[src/rtl/icrp_pkg.sv]
package icrp_pkg;
  localparam int DW   = 16;
  localparam int BW   = 8;
  localparam int IW   = 3;
  localparam int NCH  = 2;
  localparam int NREG = 7;
  localparam int RAW  = 10;

  localparam logic [IW-1:0] IX_CMD  = 3'd0;
  localparam logic [IW-1:0] IX_GEN  = 3'd1;
  localparam logic [IW-1:0] IX_RALO = 3'd2;
  localparam logic [IW-1:0] IX_RACF = 3'd3;
  localparam logic [IW-1:0] IX_CTL  = 3'd4;
  localparam logic [IW-1:0] IX_DTIM = 3'd5;
  localparam logic [IW-1:0] IX_CTIM = 3'd6;

  localparam logic [BW-1:0] PTR_RST = 8'h50;
  localparam logic [BW-1:0] GEN_RST = 8'h01;
  localparam logic [BW-1:0] DTIM_RST = 8'hF5;
  localparam logic [BW-1:0] CTIM_RST = 8'hDE;

  function automatic logic [DW-1:0] cmd_base_rst(input int ch);
    return (ch == 0) ? 16'h01F0 : 16'h0170;
  endfunction

  function automatic logic [DW-1:0] ctl_base_rst(input int ch);
    return (ch == 0) ? 16'h03F6 : 16'h0376;
  endfunction
endpackage

[src/rtl/icrp_pointer.sv]
module icrp_pointer
  import icrp_pkg::*;
#(
  parameter int LAST = NREG - 1
) (
  input  logic          clk,
  input  logic          rst,
  input  logic          ptr_wr,
  input  logic [BW-1:0] ptr_wdata,
  input  logic          data_acc,
  output logic [BW-1:0] ptr_q
);
  logic [IW-1:0] idx_nxt;

  always_comb begin
    if (ptr_q[IW-1:0] >= IW'(LAST)) idx_nxt = '0;
    else                            idx_nxt = ptr_q[IW-1:0] + 1'b1;
  end

  always_ff @(posedge clk) begin
    if (rst) ptr_q <= PTR_RST;
    else if (ptr_wr) ptr_q <= ptr_wdata;
    else if (data_acc && ptr_q[7]) ptr_q[IW-1:0] <= idx_nxt;
  end

  // an advancing access moves the index up by one or wraps it to 0
  assert_ptr_advance_R3: assert property (@(posedge clk) disable iff (rst)
    (data_acc && !ptr_wr && ptr_q[7]) |=>
      ((ptr_q[IW-1:0] == '0) || (ptr_q[IW-1:0] == $past(ptr_q[IW-1:0]) + 1'b1))
      && $stable(ptr_q[BW-1:IW]));

  // without the advance bit a data access leaves the pointer alone
  assert_ptr_hold_R3: assert property (@(posedge clk) disable iff (rst)
    (data_acc && !ptr_wr && !ptr_q[7]) |=> $stable(ptr_q));
endmodule

[src/rtl/icrp_bank.sv]
module icrp_bank
  import icrp_pkg::*;
#(
  parameter int CH = 0
) (
  input  logic           clk,
  input  logic           rst,
  input  logic           wr_en,
  input  logic [IW-1:0]  wr_idx,
  input  logic [DW-1:0]  wdata,
  input  logic [IW-1:0]  rd_idx,
  output logic [DW-1:0]  rd_val,
  output logic [DW-1:0]  cmd_base,
  output logic [DW-1:0]  ctl_base,
  output logic [BW-1:0]  gen_cfg,
  output logic [RAW-1:0] ra_count,
  output logic           ra_en,
  output logic           fifo_clr,
  output logic [BW-1:0]  data_tim,
  output logic [BW-1:0]  cmd_tim
);
  localparam logic [DW-1:0] CMD_RST = cmd_base_rst(CH);
  localparam logic [DW-1:0] CTL_RST = ctl_base_rst(CH);

  logic [BW-1:0]     ra_lo;
  logic [RAW-BW-1:0] ra_hi;

  always_ff @(posedge clk) begin
    if (rst) begin
      cmd_base <= CMD_RST;
      ctl_base <= CTL_RST;
      gen_cfg  <= GEN_RST;
      ra_lo    <= '0;
      ra_hi    <= '0;
      ra_en    <= 1'b0;
      fifo_clr <= 1'b0;
      data_tim <= DTIM_RST;
      cmd_tim  <= CTIM_RST;
    end else begin
      fifo_clr <= 1'b0;
      if (wr_en) begin
        case (wr_idx)
          IX_CMD:  cmd_base <= wdata;
          IX_GEN:  gen_cfg  <= wdata[BW-1:0];
          IX_RALO: ra_lo    <= wdata[BW-1:0];
          IX_RACF: begin
            ra_en    <= wdata[7];
            fifo_clr <= wdata[6];
            ra_hi    <= wdata[RAW-BW-1:0];
          end
          IX_CTL:  ctl_base <= wdata;
          IX_DTIM: data_tim <= wdata[BW-1:0];
          IX_CTIM: cmd_tim  <= wdata[BW-1:0];
          default: ;
        endcase
      end
    end
  end

  assign ra_count = {ra_hi, ra_lo};

  always_comb begin
    case (rd_idx)
      IX_CMD:  rd_val = cmd_base;
      IX_GEN:  rd_val = {{(DW-BW){1'b0}}, gen_cfg};
      IX_CTL:  rd_val = ctl_base;
      IX_DTIM: rd_val = {{(DW-BW){1'b0}}, data_tim};
      IX_CTIM: rd_val = {{(DW-BW){1'b0}}, cmd_tim};
      default: rd_val = '0;
    endcase
  end

  // a write at index 7 leaves every register as it was
  assert_idx7_ignored_R9: assert property (@(posedge clk) disable iff (rst)
    (wr_en && wr_idx == 3'd7) |=>
      $stable(cmd_base) && $stable(ctl_base) && $stable(gen_cfg) && $stable(ra_count)
      && $stable(ra_en) && $stable(data_tim) && $stable(cmd_tim));

  // the clear pulse only follows a write of index 3 with bit 6 set
  assert_fifo_pulse_R8: assert property (@(posedge clk) disable iff (rst)
    fifo_clr |-> $past(wr_en && wr_idx == IX_RACF && wdata[6]));
endmodule

[src/rtl/idx_cfg_port.sv]
module idx_cfg_port
  import icrp_pkg::*;
(
  input  logic                     clk,
  input  logic                     rst,
  input  logic                     acc_addr,
  input  logic                     acc_wr,
  input  logic                     acc_rd,
  input  logic [15:0]              acc_wdata,
  output logic [15:0]              acc_rdata,
  output logic                     acc_rvalid,
  output logic                     posted_wait_o,
  output logic                     burst_dis_o,
  output logic                     devsel_med_o,
  output logic [1:0][15:0]         cmd_base_o,
  output logic [1:0][15:0]         ctl_base_o,
  output logic [1:0]               dma_en_o,
  output logic [1:0]               ide_rst_o,
  output logic [1:0]               iordy_en_o,
  output logic [1:0]               byte_mode_o,
  output logic [1:0]               irq_low_o,
  output logic [1:0]               io_en_o,
  output logic [1:0][9:0]          ra_count_o,
  output logic [1:0]               ra_en_o,
  output logic [1:0]               fifo_clr_o,
  output logic [1:0][7:0]          data_tim_o,
  output logic [1:0][7:0]          cmd_tim_o
);
  localparam logic ADDR_DATA = 1'b0;
  localparam logic ADDR_PTR  = 1'b1;
  localparam logic [BW-1:0] PTR_RD_MASK = 8'hDF;

  logic [BW-1:0] ptr_q;
  logic          ptr_wr, data_acc, data_wr;
  logic          ch_sel;
  logic [NCH-1:0][DW-1:0] bank_rd;
  logic [NCH-1:0][BW-1:0] gen_cfg;

  assign ptr_wr   = acc_wr && (acc_addr == ADDR_PTR);
  assign data_acc = (acc_wr || acc_rd) && (acc_addr == ADDR_DATA);
  assign data_wr  = acc_wr && (acc_addr == ADDR_DATA);
  assign ch_sel   = ptr_q[IW];

  icrp_pointer u_ptr (
    .clk      (clk),
    .rst      (rst),
    .ptr_wr   (ptr_wr),
    .ptr_wdata(acc_wdata[BW-1:0]),
    .data_acc (data_acc),
    .ptr_q    (ptr_q)
  );

  assign posted_wait_o = ptr_q[6];
  assign burst_dis_o   = ptr_q[5];
  assign devsel_med_o  = ptr_q[4];

  for (genvar c = 0; c < NCH; c++) begin : g_bank
    icrp_bank #(.CH(c)) u_bank (
      .clk     (clk),
      .rst     (rst),
      .wr_en   (data_wr && (ch_sel == c[0])),
      .wr_idx  (ptr_q[IW-1:0]),
      .wdata   (acc_wdata),
      .rd_idx  (ptr_q[IW-1:0]),
      .rd_val  (bank_rd[c]),
      .cmd_base(cmd_base_o[c]),
      .ctl_base(ctl_base_o[c]),
      .gen_cfg (gen_cfg[c]),
      .ra_count(ra_count_o[c]),
      .ra_en   (ra_en_o[c]),
      .fifo_clr(fifo_clr_o[c]),
      .data_tim(data_tim_o[c]),
      .cmd_tim (cmd_tim_o[c])
    );
    assign dma_en_o[c]    = gen_cfg[c][7];
    assign ide_rst_o[c]   = gen_cfg[c][6];
    assign iordy_en_o[c]  = gen_cfg[c][5];
    assign byte_mode_o[c] = gen_cfg[c][4];
    assign irq_low_o[c]   = gen_cfg[c][3];
    assign io_en_o[c]     = gen_cfg[c][0];
  end

  always_ff @(posedge clk) begin
    if (rst) begin
      acc_rdata  <= '0;
      acc_rvalid <= 1'b0;
    end else begin
      acc_rvalid <= acc_rd;
      if (acc_rd) begin
        if (acc_addr == ADDR_PTR) acc_rdata <= {{(DW-BW){1'b0}}, ptr_q & PTR_RD_MASK};
        else                      acc_rdata <= bank_rd[ch_sel];
      end
    end
  end

  // the host raises one strobe at a time
  assert_single_strobe_R1: assert property (@(posedge clk) disable iff (rst)
    !(acc_wr && acc_rd));

  // read data is valid exactly one cycle after a read strobe
  assert_rvalid_timing_R1: assert property (@(posedge clk) disable iff (rst)
    acc_rd |=> acc_rvalid);

  // write-only registers read back as zero
  assert_wo_zero_R7: assert property (@(posedge clk) disable iff (rst)
    (acc_rd && acc_addr == ADDR_DATA &&
     (ptr_q[IW-1:0] == IX_RALO || ptr_q[IW-1:0] == IX_RACF)) |=> (acc_rdata == '0));

  // the burst-disable bit never shows in a pointer read
  assert_ptr_bit5_R2: assert property (@(posedge clk) disable iff (rst)
    (acc_rd && acc_addr == ADDR_PTR) |=> (acc_rdata[5] == 1'b0));
endmodule

[config.mk]
export PLATFORM = sky130hd
export DESIGN_NAME = idx_cfg_port
export DESIGN_NICKNAME = d
export VERILOG_FILES = /design/src/rtl/icrp_pkg.sv /design/src/rtl/icrp_pointer.sv /design/src/rtl/icrp_bank.sv /design/src/rtl/idx_cfg_port.sv
export SDC_FILE = /design/constraint.sdc
export NUM_CORES = 1
export LEC_CHECK = 0
export BUFFER_PORTS_ARGS = -buffer_cell sky130_fd_sc_hd__buf_2
export CORE_MARGIN = 2
export CORE_UTILIZATION = 53
export CTS_CLUSTER_SIZE = 40
export DETAILED_ROUTE_END_ITERATION = 10
export GPL_TIMING_DRIVEN = 0
export PLACE_DENSITY = 0.79
export RECOVER_POWER = 100
export SYNTH_ARGS = -nofsm -noshare
export SYNTH_HDL_FRONTEND = slang
export SYNTH_SLANG_ARGS = --single-unit
[constraint.sdc]
create_clock -name clk -period 2 [get_ports clk]
set_input_delay 0.6 -clock clk [delete_from_list [all_inputs] [get_ports clk]]
set_output_delay 0.6 -clock clk [all_outputs]
set_load 0.01 [all_outputs]
### Word level (Yosys, flattened, before mapping)

Cells that the tools add are included.

* muxes and demuxes: 9
* bitwise logic cells: 4
* $add $sub $neg: 1
* eq/ne operators: 6
* magnitude comparators: 2
* reduce and logical (&&, ||, !) cells: 25

Operators by type and width (number)
* case mux 16 bit (5 select lines): 2
* two-way mux 16 bit: 3
* AND reduction 2 bit: 14
* == test 3 bit, second input constant: 3
* two-way mux 3 bit: 3
* == test 3 x 2 -> 1 bit, second input constant: 2
* logical AND 1 bit: 6
* NOT 1 bit: 4
* OR reduction 2 bit: 2
* adder 3 x 1 -> 3 bit, second input constant: 1
* == test 3 x 1 -> 1 bit, second input constant: 1
* greater-or-equal comparator 3 bit, second input constant: 1
* zero test 3 bit: 1
* less-than comparator 1 x 2 -> 1 bit, second input constant: 1
* nonzero test 2 bit: 1
* logical OR 1 bit: 1
* two-way mux 1 bit: 1

* word-level logic and storage cells: 69
* input port bits: 21
* flip-flop bits (word level): 161

### Logic depth before layout (Yosys ltp)

* word-level depth: 5
* depth in mapped cells: 8
* gate-level depth less buffers: 7

### Cells and area by module

Synthesis repeated with hierarchy kept, for this count alone.

* cell total of the unflattened synthesis: 807
* area, all modules: 7257.0 µm²

By module, submodules not included
* icrp_bank at g_bank[1].u_bank: cells an instance 346, area an instance 2979.1 µm², instances 1
* icrp_bank at g_bank[0].u_bank: cells an instance 327, area an instance 2972.9 µm², instances 1
* idx_cfg_port: cells an instance 95, area an instance 903.4 µm², instances 1
* icrp_pointer: cells an instance 39, area an instance 401.6 µm², instances 1

### Worst setup path after synthesis

OpenSTA, ideal clock, no wires.

* path type: input-to-reg
* from: input acc_addr
* to: register g_bank[0].u_bank.cmd_tim[4]
* data required time: 1880 ps
* buffers on the path: 2
* data arrival time: 1780 ps
* setup slack: 100 ps
* stages on the path: 6
* cells stage by stage: buf_2 -> or3b_4 -> nor2_4 -> buf_6 -> nor2b_1 -> a211o_1

* word-level cells in the longest chain between the ends: 4

Ends and longest elaborated chain
* from (decl): RTL line idx_cfg_port.sv:6 `input logic acc_addr,`
* NOT 1 bit: RTL line idx_cfg_port.sv:41 `assign data_wr = acc_wr && (acc_addr == ADDR_DATA);`
* logical AND 1 bit: RTL line idx_cfg_port.sv:41
* logical AND 1 bit: RTL line idx_cfg_port.sv:61 `.wr_en (data_wr && (ch_sel == c[0])),`
* AND reduction 2 bit (no line)
* to (signal assigned): RTL line icrp_bank.sv:53 `IX_CTIM: cmd_tim <= wdata[BW-1:0];`
* to (decl): RTL line icrp_bank.sv:20 `output logic [BW-1:0] cmd_tim`

Every way passes these cells.
A chain may end at the register's enable or synchronous reset.

### Worst setup path in the final report

* from: register u_ptr.ptr_q[0]
* to: register acc_rdata[2]

* word-level cells in the longest chain between the ends: 5

Ends and longest elaborated chain
* from (decl): RTL line icrp_pointer.sv:11 `output logic [BW-1:0] ptr_q`
* from (signal assigned): RTL line icrp_pointer.sv:22 `else if (ptr_wr) ptr_q <= ptr_wdata;`
* == test 3 bit (tied with other cells): RTL line icrp_bank.sv:63 `case (rd_idx)`
* case mux 16 bit (5 select lines): RTL line icrp_bank.sv:63
* two-way mux 16 bit (not written as such) (*) (2 in a row): RTL line idx_cfg_port.sv:91 `else acc_rdata <= bank_rd[ch_sel];`
* two-way mux 16 bit (*): RTL line idx_cfg_port.sv:90 `if (acc_addr == ADDR_PTR) acc_rdata <= {{(DW-BW){1'b0}}, ptr_q & PTR_RD_MASK};`
* to (signal assigned): RTL line idx_cfg_port.sv:90
* to (signal assigned): RTL line idx_cfg_port.sv:91
* to (decl): RTL line idx_cfg_port.sv:10 `output logic [15:0] acc_rdata,`

Mark *: on every way between the ends. The rest lies on a longest branch, timed or not. The select of a mux whose other input is x is not followed.

==> metrics.md <==
| Metric | Value |
|---|---|
| Crit path kind | reg -> reg |
| Pre-CTS setup slack | -0.484 ns |
| Core Area | 12700 um^2 |
| Period minus WS final | 1.99 ns |
| Max VDD drop | 0.530 mV |
| GP Congestion | 0.988 |
| Power per Cell Area | about 910 nW/um^2 |
| Std cell rows | 41 |
| Critical Path AT | 2.33 ns |
| Max clock buf depth | 2 |
| Crit share post-route | 99.4% |
| Max Cap Violations | 0 |
| DR vias/cell | 5.95 |
| Distinct cells, synth | 44 |
| CTS Sinks | roughly 160 |
| Placed insts | around 1100 |
| DRT Wirelength | 24.0 mm |
| Worst Path Max Fanout | 10 |
| Commonest non-fill, non-tap cell in the layout | clkbuf_1 |
| CTS Hold Bufs | 0 |
| CP startpoint | u_ptr.ptr_q[0] |
| HP Start | acc_wdata[9] |
| Slew Viols, Final | 0 |
| CTS clock-pin slew for the worst setup and hold paths | 0.06 ns |
| Die area | roughly 14000 um^2 |
| Cell area after synthesis | 6980 um^2 |
| Routed WL per cell | 20.6 um |
| Placed wire-length estimate | 16.7 mm |
| Initial drt markers | a little over 700 |
| Die width | approximately 120 um |
| First-pass GRT wire length | about 36 mm |
| Status | finished clean |
| Synth area leader | dfxtp_1 |
| R2r startpoint | u_ptr.ptr_q[0] |
| Area growth from synthesis to layout | 25.0% |
| Most frequent cells in the layout | clkbuf_1 (176), nand2_1 (172), dfxtp_1 (159) |
| Root buf cell | clkbuf_16 |
| Final WS setup | between 0.01 and 0.015 ns |
| PortBufs | 169 |
| Clock latency on the worst-skew pair | 0.43 ns |
| Synth Flop Type | dfxtp_1 |
| Max Fclk | 503 MHz |
| Die Height | 119 um |
| Ant. Diodes | 0 |
| Syn. warnings | 0 |
| Clock buffer count from CTS | 17 |
| FF-to-FF path depth | 8 |
| Count of boundary I/O pins | 173 |
| Initial core utilization | 54.9% |
| TritonRoute pass-1 iters | 5 |
| Largest net degree at the start of global routing | 17 |
| Clock Skews | about 0.0068 ns |
| H-tree depth | 4 |
| Residual DRC | 0 |
| GRT Util Overall | 33.7% |
| Sequential area share after synthesis | 46.2% |
| Critical Path RT | between 2 and 2.5 ns |
| Vias | between 6000 and 7000 |
| RSZ-0062 raised after global routing | yes |
| Routed Antenna Nets | 0 |
| Fillcell total | 1124 |
| Area contributors post-synth | dfxtp_1 (46%), nand2_1 (9.3%), mux2i_1 (5.3%) |
| Startpoint Class | flop |
| Pleak | about 0.0033 uW |
| Synth top area share | a little under half |
| Worst-Margin Slew | between 0.8 and 0.9 ns |
| Number of synthesized flops with an enable pin | 0 |
| Worst Setup End Kind | flop |
| CTS tree | built |
| Share of cells above drive strength 1 | 16.3% |
| Mean Syn Cell Area | ~8.8 um^2 |
| Vias in the first global route | between 6000 and 7000 |
| Worst slew margin | between 40% and 50% |
| Ys async rst share | 0% |
| R2R setup slack | 0.01 ns |
| Initial antenna violation count | 0 |
| Final Hold Vio Count | 0 |
| Hold crit path type | in -> reg |
| Yosys reg bits | 161 |
| Worst r2r dst | acc_rdata[2] |
| Final-stage net count | 1005 |
| Finished Layout Cells | 1164 |
| Syn Nets | 815 |
| Mapped Cells | 789 |
| Final setup viols | 0 |
| CP endpoint | acc_rdata[2] |
| Total grt overflow | 0 |
## layout make-up
type                            instances  area, um^2  area share [%]
Tap cell                              172         215            2.47
Multi-Input combinational cell        542        3420            39.2
Sequential cell                       161        3230            37.0
Clock buffer                           19         453            5.19
Clock inverter                         13         230            2.64
Timing Repair Buffer                  172         691            7.92
Buffer                                 80         464            5.32
Inverter                                5        18.8           0.215
## layer usage
metal / vias up / share of wire (%) / track usage, %
li1: 3102 / - / -
met1: 3300 / 39 / 42.9
met2: 437 / 47 / 53.5
met3: 83 / 10 / 7.53
met4: 0 / 4.2 / 17.6
met5: - / 0 / 0
## worst max-delay path, stage by stage, from the launching register on
cell	delay (ns)
dfxtp_4	0.38
inv_1	0.12
ha_1	0.23
buf_4	0.21
buf_4	0.22
a22oi_1	0.11
a21oi_2	0.22
a32oi_2	0.15
a211oi_1	0.25
## logic make-up (layout without fill, tap and decap cells)
logic type	Yosys count	in the layout	synth area share, %
compound gates	149	149	14.7
fa+ha+maj	5	5	0.896
buf+inv	86	289	6.42
flops	161	161	46.2
mux	59	59	10.1
simple gates	329	329	21.7
## metrics by stage
stage | instance area, um^2 | util, % | setup TNS [ns] | power (uW) | hold slack [ns]
detailed placement | 8040 | 63.2 | -25.46 | 4190 | 0.449
CTS | 8790 | 69.1 | 0 | 7910 | 0.417
floorplan | 6980 | - | 0 | 3890 | 0.437
global route | 8730 | 68.6 | -0.0972 | 8150 | 0.434
finish | 8730 | 68.6 | 0 | 7950 | 0.426
global placement | 8040 | 63.2 | -25.21 | 4180 | 0.442
## worst min-delay path by stage
stage,slack [ns],to,cells past startpoint
global placement,0.44,g_bank[1].u_bank.ra_hi[1],2
finish,0.43,g_bank[0].u_bank.ctl_base[9],3
floorplan,0.44,g_bank[0].u_bank.ra_en,2
global route,0.43,g_bank[1].u_bank.ctl_base[8],3
detailed placement,0.45,g_bank[1].u_bank.ra_hi[1],2
CTS,0.42,g_bank[1].u_bank.ctl_base[8],3
## flip-flops by register name (all words and copies together), names as in the netlist
name / count
g_bank.u_bank.cmd_base: 32
g_bank.u_bank.ra_en: 2
g_bank.u_bank.ctl_base: 32
g_bank.u_bank.ra_lo: 16
g_bank.u_bank.fifo_clr: 2
g_bank.u_bank.data_tim: 16
acc_rdata: 16
g_bank.u_bank.gen_cfg: 16
g_bank.u_bank.ra_hi: 4
acc_rvalid: 1
g_bank.u_bank.cmd_tim: 16
u_ptr.ptr_q: 8
## what timing repair did
action / 4_1_cts / 5_1_grt
pin swaps: 1 / 2
buffers inserted: 0 / 3
resized for setup: 25 / 35
endpoints found under the setup margin: 91 / 65
## cell usage after synthesis (2+ instances only)
master,count
dfxtp_1,161
nand2b_1,4
o21ai_0,4
nor2b_1,27
and2_1,2
a22oi_1,16
o211ai_1,2
a211oi_1,7
nand2_1,173
mux2i_1,37
a211o_1,26
nand3b_1,28
nand3_2,2
nor2_1,69
buf_6,5
nand3_1,11
inv_1,4
mux4_2,8
buf_4,18
a221oi_1,15
a311oi_1,3
ha_1,5
a32oi_1,5
mux2_2,14
a21oi_1,63
nor2_4,4
and3_1,3
clkbuf_1,42
buf_2,16
## power by group
part	switching, uW	total, uW	internal, uW
Sequential	60.2	3340	3280
Clock	1340	3750	2410
Combinational	569	863	294
Power figures use the tool's default switching activity.
